$ cat config.mk
export PLATFORM = sky130hd
export DESIGN_NAME = kbc_regif
export DESIGN_NICKNAME = d
export VERILOG_FILES = /design/src/rtl/kbc_pkg.sv /design/src/rtl/kbc_addr_dec.sv /design/src/rtl/kbc_cmd_engine.sv /design/src/rtl/kbc_out_buf.sv /design/src/rtl/kbc_regif.sv
export SDC_FILE = /design/constraint.sdc
export NUM_CORES = 1
export LEC_CHECK = 0
export ABC_AREA = 0
export BUFFER_PORTS_ARGS = -buffer_cell sky130_fd_sc_hd__buf_2
export CAP_MARGIN = 20
export CORE_MARGIN = 4
export CORE_UTILIZATION = 47
export CTS_CLUSTER_SIZE = 30
export DETAILED_ROUTE_END_ITERATION = 10
export PLACE_DENSITY = 0.75
export SYNTH_ARGS = -nofsm -noshare
export SYNTH_HDL_FRONTEND = slang
export SYNTH_SLANG_ARGS = --single-unit
$ cat constraint.sdc
create_clock -name clk -period 1.1 [get_ports clk]
set_input_delay 0.055 -clock clk [delete_from_list [all_inputs] [get_ports clk]]
set_output_delay 0.055 -clock clk [all_outputs]
set_load 0.02 [all_outputs]
$ cat src/rtl/kbc_pkg.sv
package kbc_pkg;
  localparam logic [7:0] CMD_SELFTEST = 8'hAA;
  localparam logic [7:0] CMD_KBD_ON   = 8'hAE;
  localparam logic [7:0] CMD_SET_LED  = 8'hED;
  localparam logic [7:0] SELFTEST_ACK = 8'h55;

  // status bit positions (host software decodes these)
  localparam int ST_OBF  = 0;
  localparam int ST_IBF  = 1;
  localparam int ST_SYS  = 2;
  localparam int ST_CMD  = 3;
  localparam int ST_LOCK = 4;
  localparam int ST_AUX  = 5;
  localparam int ST_TOUT = 6;
  localparam int ST_PERR = 7;

  typedef struct packed {
    logic rd_status;
    logic rd_data;
    logic wr_cmd;
    logic wr_data;
    logic rd_miss;
  } host_sel_t;
endpackage

$ cat src/rtl/kbc_addr_dec.sv
module kbc_addr_dec
  import kbc_pkg::*;
#(
  parameter int ADDR_W     = 8,
  parameter bit MEM_MAPPED = 1'b0,
  parameter int DATA_PORT  = 'h60,
  parameter int CMD_PORT   = 'h64,
  parameter int STAT_OFS   = 0,
  parameter int DATA_OFS   = 4
) (
  input  logic              cs,
  input  logic              we,
  input  logic [ADDR_W-1:0] addr,
  output host_sel_t         sel
);
  localparam logic [ADDR_W-1:0] A_DATA = MEM_MAPPED ? ADDR_W'(DATA_OFS) : ADDR_W'(DATA_PORT);
  localparam logic [ADDR_W-1:0] A_STAT = MEM_MAPPED ? ADDR_W'(STAT_OFS) : ADDR_W'(CMD_PORT);

  logic hit_data, hit_stat;

  generate
    if (MEM_MAPPED) begin : g_mem
      assign hit_data = (addr == A_DATA);
      assign hit_stat = (addr == A_STAT);
    end else begin : g_port
      assign hit_data = (addr == A_DATA);
      assign hit_stat = (addr == A_STAT);
    end
  endgenerate

  always_comb begin
    sel.rd_status = cs && !we && hit_stat;
    sel.rd_data   = cs && !we && hit_data;
    sel.wr_cmd    = cs &&  we && hit_stat;
    sel.wr_data   = cs &&  we && hit_data;
    sel.rd_miss   = cs && !we && !hit_stat && !hit_data;
  end
endmodule

$ cat src/rtl/kbc_cmd_engine.sv
module kbc_cmd_engine
  import kbc_pkg::*;
#(
  parameter int LED_W = 3
) (
  input  logic             clk,
  input  logic             rst,
  input  logic             wr_cmd,
  input  logic             wr_data,
  input  logic [7:0]       wdata,
  output logic             ib_full,
  output logic             last_cmd,
  output logic             kbd_en,
  output logic             sys_flag,
  output logic [LED_W-1:0] led_q,
  output logic             selftest_req
);
  logic [7:0] ib_byte;
  logic       ib_taken;
  logic       led_pend;
  logic       take;

  assign take         = ib_full && !ib_taken;
  assign selftest_req = take && last_cmd && (ib_byte == CMD_SELFTEST);

  always_ff @(posedge clk) begin
    if (rst) begin
      ib_full  <= 1'b0;
      ib_taken <= 1'b0;
      ib_byte  <= '0;
      last_cmd <= 1'b0;
      kbd_en   <= 1'b0;
      sys_flag <= 1'b0;
      led_pend <= 1'b0;
      led_q    <= '0;
    end else begin
      if (ib_taken) begin
        ib_full  <= 1'b0;
        ib_taken <= 1'b0;
      end else if (take) begin
        ib_taken <= 1'b1;
        if (last_cmd) begin
          led_pend <= (ib_byte == CMD_SET_LED);
          if (ib_byte == CMD_KBD_ON)   kbd_en   <= 1'b1;
          if (ib_byte == CMD_SELFTEST) sys_flag <= 1'b1;
        end else begin
          if (led_pend) led_q <= ib_byte[LED_W-1:0];
          led_pend <= 1'b0;
        end
      end else if ((wr_cmd || wr_data) && !ib_full) begin
        ib_full  <= 1'b1;
        ib_byte  <= wdata;
        last_cmd <= wr_cmd;
      end
    end
  end

  // input buffer releases one edge after the byte is consumed
  p_ibf_release_r5: assert property (@(posedge clk) disable iff (rst)
    ib_taken |=> !ib_full);
  // a write while the buffer is full leaves the held byte alone
  p_busy_write_r5: assert property (@(posedge clk) disable iff (rst)
    ((wr_cmd || wr_data) && ib_full) |=> $stable(ib_byte));
  // LED output moves only when a host byte was pending
  p_led_hold_r9: assert property (@(posedge clk) disable iff (rst)
    !ib_full |=> $stable(led_q));
  // once enabled the keyboard stays enabled
  p_en_sticky_r7: assert property (@(posedge clk) disable iff (rst)
    kbd_en |=> kbd_en);
endmodule

$ cat src/rtl/kbc_out_buf.sv
module kbc_out_buf
  import kbc_pkg::*;
(
  input  logic       clk,
  input  logic       rst,
  input  logic       selftest_req,
  input  logic       dev_valid,
  input  logic [7:0] dev_code,
  input  logic       kbd_en,
  input  logic       rd_data,
  input  logic       rd_status,
  output logic [7:0] obuf,
  output logic       obf,
  output logic       timeout
);
  always_ff @(posedge clk) begin
    if (rst) begin
      obuf    <= '0;
      obf     <= 1'b0;
      timeout <= 1'b0;
    end else begin
      if (rd_status) timeout <= 1'b0;
      if (rd_data)   obf     <= 1'b0;
      if (selftest_req) begin
        obuf <= SELFTEST_ACK;
        obf  <= 1'b1;
        if (dev_valid && kbd_en) timeout <= 1'b1;
      end else if (dev_valid && kbd_en) begin
        if (obf) begin
          timeout <= 1'b1;
        end else begin
          obuf <= dev_code;
          obf  <= 1'b1;
        end
      end
    end
  end

  // self-test leaves the acknowledge byte waiting
  p_selftest_ack_r6: assert property (@(posedge clk) disable iff (rst)
    selftest_req |=> (obf && obuf == SELFTEST_ACK));
  // a strobe into a full buffer flags timeout and keeps the old byte
  p_overrun_r8: assert property (@(posedge clk) disable iff (rst)
    (dev_valid && kbd_en && obf && !selftest_req) |=> (timeout && $stable(obuf)));
  // strobes while disabled never fill the buffer
  p_drop_off_r7: assert property (@(posedge clk) disable iff (rst)
    (dev_valid && !kbd_en && !obf && !selftest_req) |=> !obf);
  // a data read empties the buffer unless a self-test refills it
  p_read_clear_r4: assert property (@(posedge clk) disable iff (rst)
    (rd_data && obf && !selftest_req) |=> !obf);
endmodule

$ cat src/rtl/kbc_regif.sv
module kbc_regif
  import kbc_pkg::*;
#(
  parameter int ADDR_W     = 8,
  parameter bit MEM_MAPPED = 1'b0,
  parameter int LED_W      = 3
) (
  input  logic              clk,
  input  logic              rst,
  input  logic              host_cs,
  input  logic              host_we,
  input  logic [ADDR_W-1:0] host_addr,
  input  logic [7:0]        host_wdata,
  output logic [7:0]        host_rdata,
  input  logic              dev_valid,
  input  logic [7:0]        dev_code,
  output logic [LED_W-1:0]  led_state,
  output logic              obf_irq
);
  host_sel_t  sel;
  logic       ib_full, last_cmd, kbd_en, sys_flag, selftest_req;
  logic [7:0] obuf;
  logic       obf, timeout;
  logic [7:0] status;

  kbc_addr_dec #(.ADDR_W(ADDR_W), .MEM_MAPPED(MEM_MAPPED)) u_dec (
    .cs(host_cs), .we(host_we), .addr(host_addr), .sel(sel)
  );

  kbc_cmd_engine #(.LED_W(LED_W)) u_cmd (
    .clk(clk), .rst(rst), .wr_cmd(sel.wr_cmd), .wr_data(sel.wr_data),
    .wdata(host_wdata), .ib_full(ib_full), .last_cmd(last_cmd),
    .kbd_en(kbd_en), .sys_flag(sys_flag), .led_q(led_state),
    .selftest_req(selftest_req)
  );

  kbc_out_buf u_obuf (
    .clk(clk), .rst(rst), .selftest_req(selftest_req), .dev_valid(dev_valid),
    .dev_code(dev_code), .kbd_en(kbd_en), .rd_data(sel.rd_data),
    .rd_status(sel.rd_status), .obuf(obuf), .obf(obf), .timeout(timeout)
  );

  always_comb begin
    status          = '0;
    status[ST_PERR] = 1'b0;
    status[ST_TOUT] = timeout;
    status[ST_AUX]  = 1'b0;
    status[ST_LOCK] = !kbd_en;
    status[ST_CMD]  = last_cmd;
    status[ST_SYS]  = sys_flag;
    status[ST_IBF]  = ib_full;
    status[ST_OBF]  = obf;
  end

  always_ff @(posedge clk) begin
    if (rst)                host_rdata <= '0;
    else if (sel.rd_status) host_rdata <= status;
    else if (sel.rd_data)   host_rdata <= obuf;
    else if (sel.rd_miss)   host_rdata <= '0;
  end

  assign obf_irq = obf;

  // at most one register function is selected per access
  p_sel_onehot_r2: assert property (@(posedge clk) disable iff (rst)
    $onehot0({sel.rd_status, sel.rd_data, sel.wr_cmd, sel.wr_data, sel.rd_miss}));
  // an undecoded read returns zero
  p_miss_zero_r2: assert property (@(posedge clk) disable iff (rst)
    sel.rd_miss |=> (host_rdata == 8'h00));
endmodule

# Word level (Yosys, flattened, before mapping)
# Index checks and enable logic that the tools add are counted.
[word_totals]
register_bits = 35
inputBits = 29
output_inout_bits = 12
word_cells = 75
[op_classes]
n_eq_ne = 6
mux = 17
n_bitwise = 4
n_reduce_logical = 34
[op_table]
columns = ["operator", "n"]
rows = [
  ["two-way mux 7 bit", 4],
  ["equality test 8 bit (second input constant)", 3],
  ["equality test 8 x 7 -> 1 bit (second input constant)", 2],
  ["two-way mux 8 bit", 2],
  ["logical AND 1 bit", 13],
  ["AND reduction 4 bit", 3],
  ["two-way mux 1 bit", 11],
  ["AND reduction 2 bit", 4],
  ["logical NOT 1 bit", 6],
  ["OR reduction 2 bit", 3],
  ["NOT 1 bit", 4],
  ["nonzero test 2 bit", 2],
  ["AND reduction 3 bit", 1],
  ["nonzero test 3 bit", 1],
  ["!= test 2 bit (second input constant)", 1],
  ["logical OR 1 bit", 1],
]

# Longest topological paths before layout
# Gate-level depths: netlist of run 1.
[depth]
word_depth = 7
ltp_mapped = 4
depth_no_buf = 3

# Modules after synthesis
# From an unflattened synthesis of run 1, not the netlist that was laid out.
[unflattened]
hier_cells = 169
area_unflattened_um2 = 1547.7
[modules_own_cells]
columns = ["module", "n_inst", "cells_each", "area_per_inst_um2", "seq_area_each_um2"]
rows = [
  ["kbc_cmd_engine", 1, 78, 689.4, 340.3],
  ["kbc_out_buf", 1, 41, 404.1, 200.2],
  ["kbc_regif", 1, 40, 382.9, 160.2],
  ["kbc_addr_dec", 1, 10, 71.3, 0.0],
]

# Least setup slack after synthesis of run 1
# OpenSTA, ideal clock, no wires.
[synth_path]
path_type = "register -> register"
start = "register u_obuf.obf"
end = "register u_obuf.obuf[0]"
setup_ps = 132
arrival_time_ps = 1088
t_required_ps = 968
path_slack_ps = -120
stages_incl_launch_ff = 5
n_path_buf = 1
synth_period_minus_slack_ps = 1220
cell_sequence = "dfxtp_1 -> nand3b_1 -> buf_2 -> mux2i_1 -> a21oi_1"
[synth_between]
elab_chain_len = 2
[synth_rtl]
columns = ["item", "line_no", "text"]
rows = [
  ["from (decl)", "kbc_out_buf.sv:13", "output logic obf,"],
  ["from (signal assigned)", "kbc_out_buf.sv:19", "obf <= 1'b0;"],
  ["from (signal assigned)", "kbc_out_buf.sv:23", "if (rd_data) obf <= 1'b0;"],
  ["from (signal assigned)", "kbc_out_buf.sv:26", "obf <= 1'b1;"],
  ["!= test 2 bit (no source line)", "-", ""],
  ["AND reduction 2 bit (no source line)", "-", ""],
  ["to (signal assigned)", "kbc_out_buf.sv:32", "obuf <= dev_code;"],
  ["to (decl)", "kbc_out_buf.sv:12", "output logic [7:0] obuf,"],
]
# No other way between the ends.
# A chain may end at the register's enable or synchronous reset.

# Worst setup path in the final report of run 1
[layout_path]
start = "register u_cmd.ib_taken"
end = "register u_cmd.ib_byte[2]"
[layout_between]
elab_chain_len = 4
word_cells_on_any_way = 5
[layout_rtl]
columns = ["item", "line_no", "text"]
rows = [
  ["from (decl)", "kbc_cmd_engine.sv:19", "logic ib_taken;"],
  ["from (signal assigned)", "kbc_cmd_engine.sv:29", "ib_taken <= 1'b0;"],
  ["from (signal assigned)", "kbc_cmd_engine.sv:39", "ib_taken <= 1'b0;"],
  ["from (signal assigned)", "kbc_cmd_engine.sv:41", "ib_taken <= 1'b1;"],
  ["logical NOT 1 bit", "kbc_cmd_engine.sv:23", "assign take = ib_full && !ib_taken;"],
  ["logical AND 1 bit", "kbc_cmd_engine.sv:23", ""],
  ["NOT 1 bit (no source line)", "-", ""],
  ["AND reduction 3 bit (no source line) (*)", "-", ""],
  ["to (signal assigned)", "kbc_cmd_engine.sv:52", "ib_byte <= wdata;"],
  ["to (decl)", "kbc_cmd_engine.sv:18", "logic [7:0] ib_byte;"],
]
# Every way passes the cells marked *; elsewhere a longest branch is shown, timed or not.

==> results.yml, run 1 <==
outcome:
  outcome: "finished, violations left"
  failed_checks: "negative setup slack"
clock_tree:
  cts_tree: "built"
  cts-htree-levels: 2
  numCtsBuffers: 5
  path_clk_slew_ps: 110
  cts_root_buf: "clkbuf_4"
  insertion_delay_ps: 340
  clock_path_buffers: 2
  cts_sinks: 35
power_and_ir_drop:
  seq_power_share_pct: 54.9
  p_per_area_nw_per_um2: 1030
  p_int_mw: 1.75
  comb_power_share_pct: 10.3
  vdd_drop_max_uv: 870
  switching_power_mw: 0.558
  p_clk_share_pct: 34.8
  p_leak_nw: 0.899
  switching_share_pct: 24.1
finish:
  drive_above_1_share_pct: 46.2
  area_delta_synth_final_pct: 38.3
  antenna_cells: 0
  fillCellCount: 273
  nets: 253
  final_cell_area_um2: 2250
min_path:
  hp-start: "dev_code[7]"
  holdPathEnd: "u_obuf.obuf[7]"
  hold_path.class: "input pin to flip-flop"
  min_path_cells: 3
global_route:
  grt_pass1_wl_um: 6650
  grt_antenna_before_repair: 0
  grt_pass1_vias: 1475
  overflow: 0
  grt_max_degree: 23
  grtUsageTotal_pct: 20.3
synth:
  synth_nets: 184
  synth_edf_count: 0
  ys_seq_elements: 35
  synth.yosys.warnings: 0
  synth_largest_area_cell: "dfxtp_1"
  synth_cell_types: 39
  synthTopCellsByCount: "35 x dfxtp_1, 18 x a21oi_1, 16 x mux2i_1, 10 x nand4_1, 9 x nor2_1"
  ys_top_cells_by_area: "dfxtp_1 43%, mux2i_1 9.9%, o31ai_2 6.2%"
  synth_top_area_share_pct: 43.1
  synthArstFlopShare_pct: 0
  post-synth-top-count-cell: "dfxtp_1"
  synth_flop_cell: "dfxtp_1"
  seq_area_frac_synth_pct: 43.1
  netlist_area_um2: 1620
  syn_inst: 155
  synth_area_per_cell_um2: 10.5
sta:
  maxSlewViolCount: 0
  rsz0062_at_grt: "yes"
  worst_pin_slew_ps: 396
  layout_min_cycle_time_ps: 1200
  finClkSkew_ps: 7.65
  hold_viol: 0
  layout_setup_ws_ps: -96.7
  post-route-period-util_pct: 109
  fmax_mhz: 836
  setup_viol: 22
  slew_headroom_pct: 73.6
drt:
  vias: 1500
  finalWirelength_um: 4170
  drtAntennaViolNets: 0
  drtIter0Drc: 57
  wl_per_cell_um: 15.4
  drtPass1Iterations: 4
  drc: 0
  viasPerCell: 5.54
  route.met3.wl_um: 227
  top_layer: "met4"
  met1Wirelength_um: 1690
  dr_wl_met2_um: 2200
job:
  cap_violations: 0
floorplan:
  die_x_um: 66.8
  die_h_um: 66.8
  initial_core_util_pct: 48.7
  row_count: 21
  core-area_um2: 3340
  pin_count: 41
  die_area_um2: 4460
worst_setup_path:
  path_buf_inv: 1
  cp_top_family: "simple AND/OR/NAND/NOR gates"
  worstPathMaxFanout: 5
  path_cells: "nor4bb_4 -> buf_4 -> nand4_1 -> a21oi_1"
  required_ps: 1370
  critical_path_class: "flip-flop to flip-flop"
  slowest_delay_ps: 360
  worstRegToRegCells: 4
  worstSetupEndpointType: "flip-flop"
  critPathSlowestCell: "dfxtp_2"
  rr_startpoint: "u_cmd.ib_taken"
  r2r_end: "u_cmd.ib_byte[2]"
  arrival_ps: 1470
  regToRegSetupSlack_ps: -100
  setup.worst_path.start_class: "flip-flop"
placement:
  placed_cell_area_um2: 1970
  place_ws_ps: -86.4
  dp_hpwl_um: 2990
  portBuffers: 40
  place_congestion: 0.802
[kinds of logic after synthesis]
family / synth area share (%)
flip-flops: 43.1
AO/OA/AOI/OAI: 21.3
buffers and inverters: 4.78
AND/OR/NAND/NOR: 20.9
multiplexers: 9.86
[power groups by stage]
stage	logic, mW	clock network [mW]	registers, mW
after detailed placement	0.195	0	1.30
after floorplan	0.0991	0	1.31
after global routing	0.256	0.890	1.27
after global placement	0.188	0	1.30
final	0.237	0.804	1.27
after CTS	0.228	0.826	1.27
[sequential cells by signal (all words and copies together), names as in the netlist]
register / cells
host_rdata: 8
u_cmd.ib_byte: 8
u_cmd.ib_full: 1
u_cmd.ib_taken: 1
u_cmd.kbd_en: 1
u_cmd.last_cmd: 1
u_cmd.led_pend: 1
u_cmd.led_q: 3
u_cmd.sys_flag: 1
u_obuf.obf: 1
u_obuf.obuf: 8
u_obuf.timeout: 1
[metrics by stage]
stage | util (%) | hold slack (ps) | instances | power (mW) | TNS, ps
finish | 67.3 | 25.3 | 271 | 2.31 | -1110
global route | 67.3 | 11.0 | 271 | 2.42 | -2540
CTS | 65.3 | 3.11 | 268 | 2.33 | -1050
detailed placement | 58.9 | 327 | 250 | 1.50 | -921
global placement | 58.9 | 316 | 250 | 1.49 | -402
floorplan | - | 205 | 155 | 1.41 | 0
[per-layer routing]
metal	GRT usage (%)	up-vias
met5	0	-
met4	6.85	0
met3	6.07	5
met2	37.5	43
met1	21.6	719
li1	-	733
[worst max-delay path by stage]
stage | from | to | slack [ps] | depth (start not counted)
6_report | u_cmd.ib_taken | u_cmd.ib_byte[2] | -100 | 4
5_1_grt | u_cmd.ib_taken | u_cmd.ib_byte[7] | -180 | 4
2_1_floorplan | u_obuf.obf | u_obuf.obuf[0] | 30 | 4
4_1_cts | u_cmd.ib_taken | u_cmd.ib_byte[7] | -100 | 4
3_5_place_dp | u_cmd.ib_full | u_cmd.ib_byte[2] | -90 | 4
3_3_place_gp | host_addr[1] | u_cmd.ib_byte[6] | -40 | 5
[placed cells by master, fill, tap and decap left out, drive strengths merged, types with 2 or more instances in the layout]
cell type,netlist,routed
buf,9,63
dfxtp,35,35
a21oi,18,18
mux2i,16,16
dlygate4sd3,0,11
nand4,10,10
nor2,9,9
o31ai,9,9
clkbuf,3,7
o2bb2ai,5,5
nor3,5,5
nand2b,4,4
nand2,3,3
a2111oi,3,3
nand4bb,2,2
nor2b,2,2
and3b,2,2
nand3,2,2
and4bb,2,2
[final cells by class]
class | count | area (um2) | share of cell area, %
clock buffer | 7 | 65.1 | 2.90
clock inverter | 1 | 7.51 | 0.334
inverter | 1 | 3.75 | 0.167
multi-input combinational | 107 | 907 | 40.4
sequential | 35 | 712 | 31.7
tap | 46 | 57.6 | 2.56
timing repair buffer | 74 | 493 | 21.9
[worst register-to-register path: cells and delay by family (launching register included)]
kind	cells	cell delay (ps)
flip-flops	1	360
AO/OA/AOI/OAI	1	140
buffers and inverters	1	190
AND/OR/NAND/NOR	2	440
[what timing repair did]
| action | CTS | global route |
|---|---|---|
| endpoints found under the setup margin | 23 | 26 |
| hold buffers | 9 | 2 |
| pin swaps | 3 | 6 |
| endpoints found under the hold margin | 9 | 2 |
| cloned | 1 | 0 |
| setup buffers | 0 | 1 |
| resized for setup | 14 | 12 |
(Power assumes the default switching activity.)
==> inputs of run 2 (changes only) <==
Settings changed: CORE_UTILIZATION 47 to 50, CTS_BUF_LIST set to sky130_fd_sc_hd__clkbuf_4 sky130_fd_sc_hd__clkbuf_8 sky130_fd_sc_hd__clkbuf_16, PLACE_DENSITY 0.75 to 0.76.
Clock period 1.1 ns to 1.3 ns, I/O delays scaled along.
==> run 2 against run 1 <==
Against the previous run:
- the run now ends clean
- sequential cell count is the same
- via count shrank 6.9%
- setup slack gained 160 ps
- register-to-register slack gained 160 ps
- critical endpoint is now u_obuf.obuf[1]
- largest cell class unchanged
==> results.yml, run 2 (synthesis gave the netlist of run 1 again) <==
sta:
  timing.hold.ws_ps: 20.8
  rsz0062_at_grt: "no"
  setup_tns_ps: 0
  setup_viol: 0
  layout_min_cycle_time_ps: 1240
  finClkSkew_ps: 9.25
  worst_pin_slew_ps: 514
  slew_headroom_pct: 65.8
  layout_setup_ws_ps: 61.7
  hold_viol: 0
  post-route-period-util_pct: 95.3
  maxSlewViolCount: 0
  fmax_mhz: 808
worst_setup_path:
  critical_path_class: "flip-flop to flip-flop"
  arrival_ps: 1450
  worstPathMaxFanout: 5
  worstSetupEndpointType: "flip-flop"
  setup.worst_path.start_class: "flip-flop"
  required_ps: 1510
power_and_ir_drop:
  vdd_drop_max_uv: 452
  p_per_area_nw_per_um2: 880
  fin_total_pwr_mw: 1.79
  p_leak_nw: 0.826
clock_tree:
  numCtsBuffers: 5
  postCtsSetupRepairBufs: 0
  cts_tree: "built"
  path_clk_slew_ps: 100
  clock_path_buffers: 2
  cts-htree-levels: 2
  insertion_delay_ps: 330
  cts_root_buf: "clkbuf_4"
  cts_sinks: 35
global_route:
  overflow: 0
  grt_pass1_vias: 1430
  grt_pass1_wl_um: 6560
  grt_antenna_before_repair: 0
  grt_max_degree: 20
  grtUsageTotal_pct: 20.2
floorplan:
  core-area_um2: 3080
  initial_core_util_pct: 52.8
  die_h_um: 65.0
  die_x_um: 65.0
  pin_count: 41
  row_count: 20
  die_area_um2: 4220
finish:
  drive_above_1_share_pct: 35.1
  largestRegisters: "host_rdata (8), u_cmd.ib_byte (8), u_obuf.obuf (8)"
  antenna_cells: 0
  layout_commonest_cell: "buf_2"
  final_cell_mix: "40 x buf_2, 35 x dfxtp_1, 18 x a21oi_1"
  area_delta_synth_final_pct: 25.0
  multi_input_area_um2: 851
  fillCellCount: 260
  register_area_um2: 701
  nets: 238
drt:
  drc: 0
  drtPass1Iterations: 4
  vias: 1397
  wl_per_cell_um: 15.0
  drtAntennaViolNets: 0
  viasPerCell: 5.54
  drtIter0Drc: 38
  finalWirelength_um: 3780
job:
  cap_violations: 0
placement:
  place_congestion: 0.767
  dp_hpwl_um: 2850
  place_ws_ps: 0.691
  portBuffers: 40
outcome:
  outcome: "finished, final reports clean"
min_path:
  hold_path.class: "input pin to flip-flop"
[run 2: through the flow]
stage / area, um2 / utilization, % / std cells
2_1_floorplan: 1620 / - / 155
3_3_place_gp: 1900 / 61.7 / 238
3_5_place_dp: 1900 / 61.7 / 238
4_1_cts: 2030 / 65.8 / 252
5_1_grt: 2030 / 66.0 / 252
6_report: 2030 / 66.0 / 252
[run 2: worst max-delay path, cell delays in order (launching register included)]
cell and delay, ps:
dfxtp_1 430, and4b_1 340, and3_1 270, nor3_1 70
[run 2: routing by layer]
layer | GRT usage [%] | wire length, um | up-vias
li1 | - | - | 702
met1 | 22.1 | 1600 | 663
met2 | 36.9 | 1980 | 27
met3 | 5.37 | 155 | 5
met4 | 7.65 | 41 | 0
met5 | 0 | 0 | -
[run 2: cell type report]
class                           instances  area share [%]
Sequential cell                        35            34.5
Timing Repair Buffer                   59            18.5
Tap cell                               44            2.71
Inverter                                1           0.185
Multi-Input combinational cell        107            41.9
Clock buffer                            6            2.22
[run 2: worst paths after layout]
path,start,end,slack [ps],cells past startpoint
max reg2reg,u_cmd.last_cmd,u_obuf.obuf[1],60,3
min reg2reg,u_obuf.obuf[5],host_rdata[5],470,2
max,u_cmd.last_cmd,u_obuf.obuf[1],60,3
min,dev_code[5],u_obuf.obuf[5],20,3
[run 2: what timing repair did]
item / 4_1_cts / 5_1_grt
hold buffers: 8 / 0
endpoints found under the setup margin: 0 / 3
endpoints found under the hold margin: 8 / 0
resized for setup: 0 / 1
[run 2: where the power goes]
part           internal, mW  leakage (nW)  switching (mW)
Combinational        0.0807         0.517          0.0969
Sequential             1.08         0.282         0.00255
Clock                 0.213        0.0276           0.318
Total                  1.37         0.826           0.418
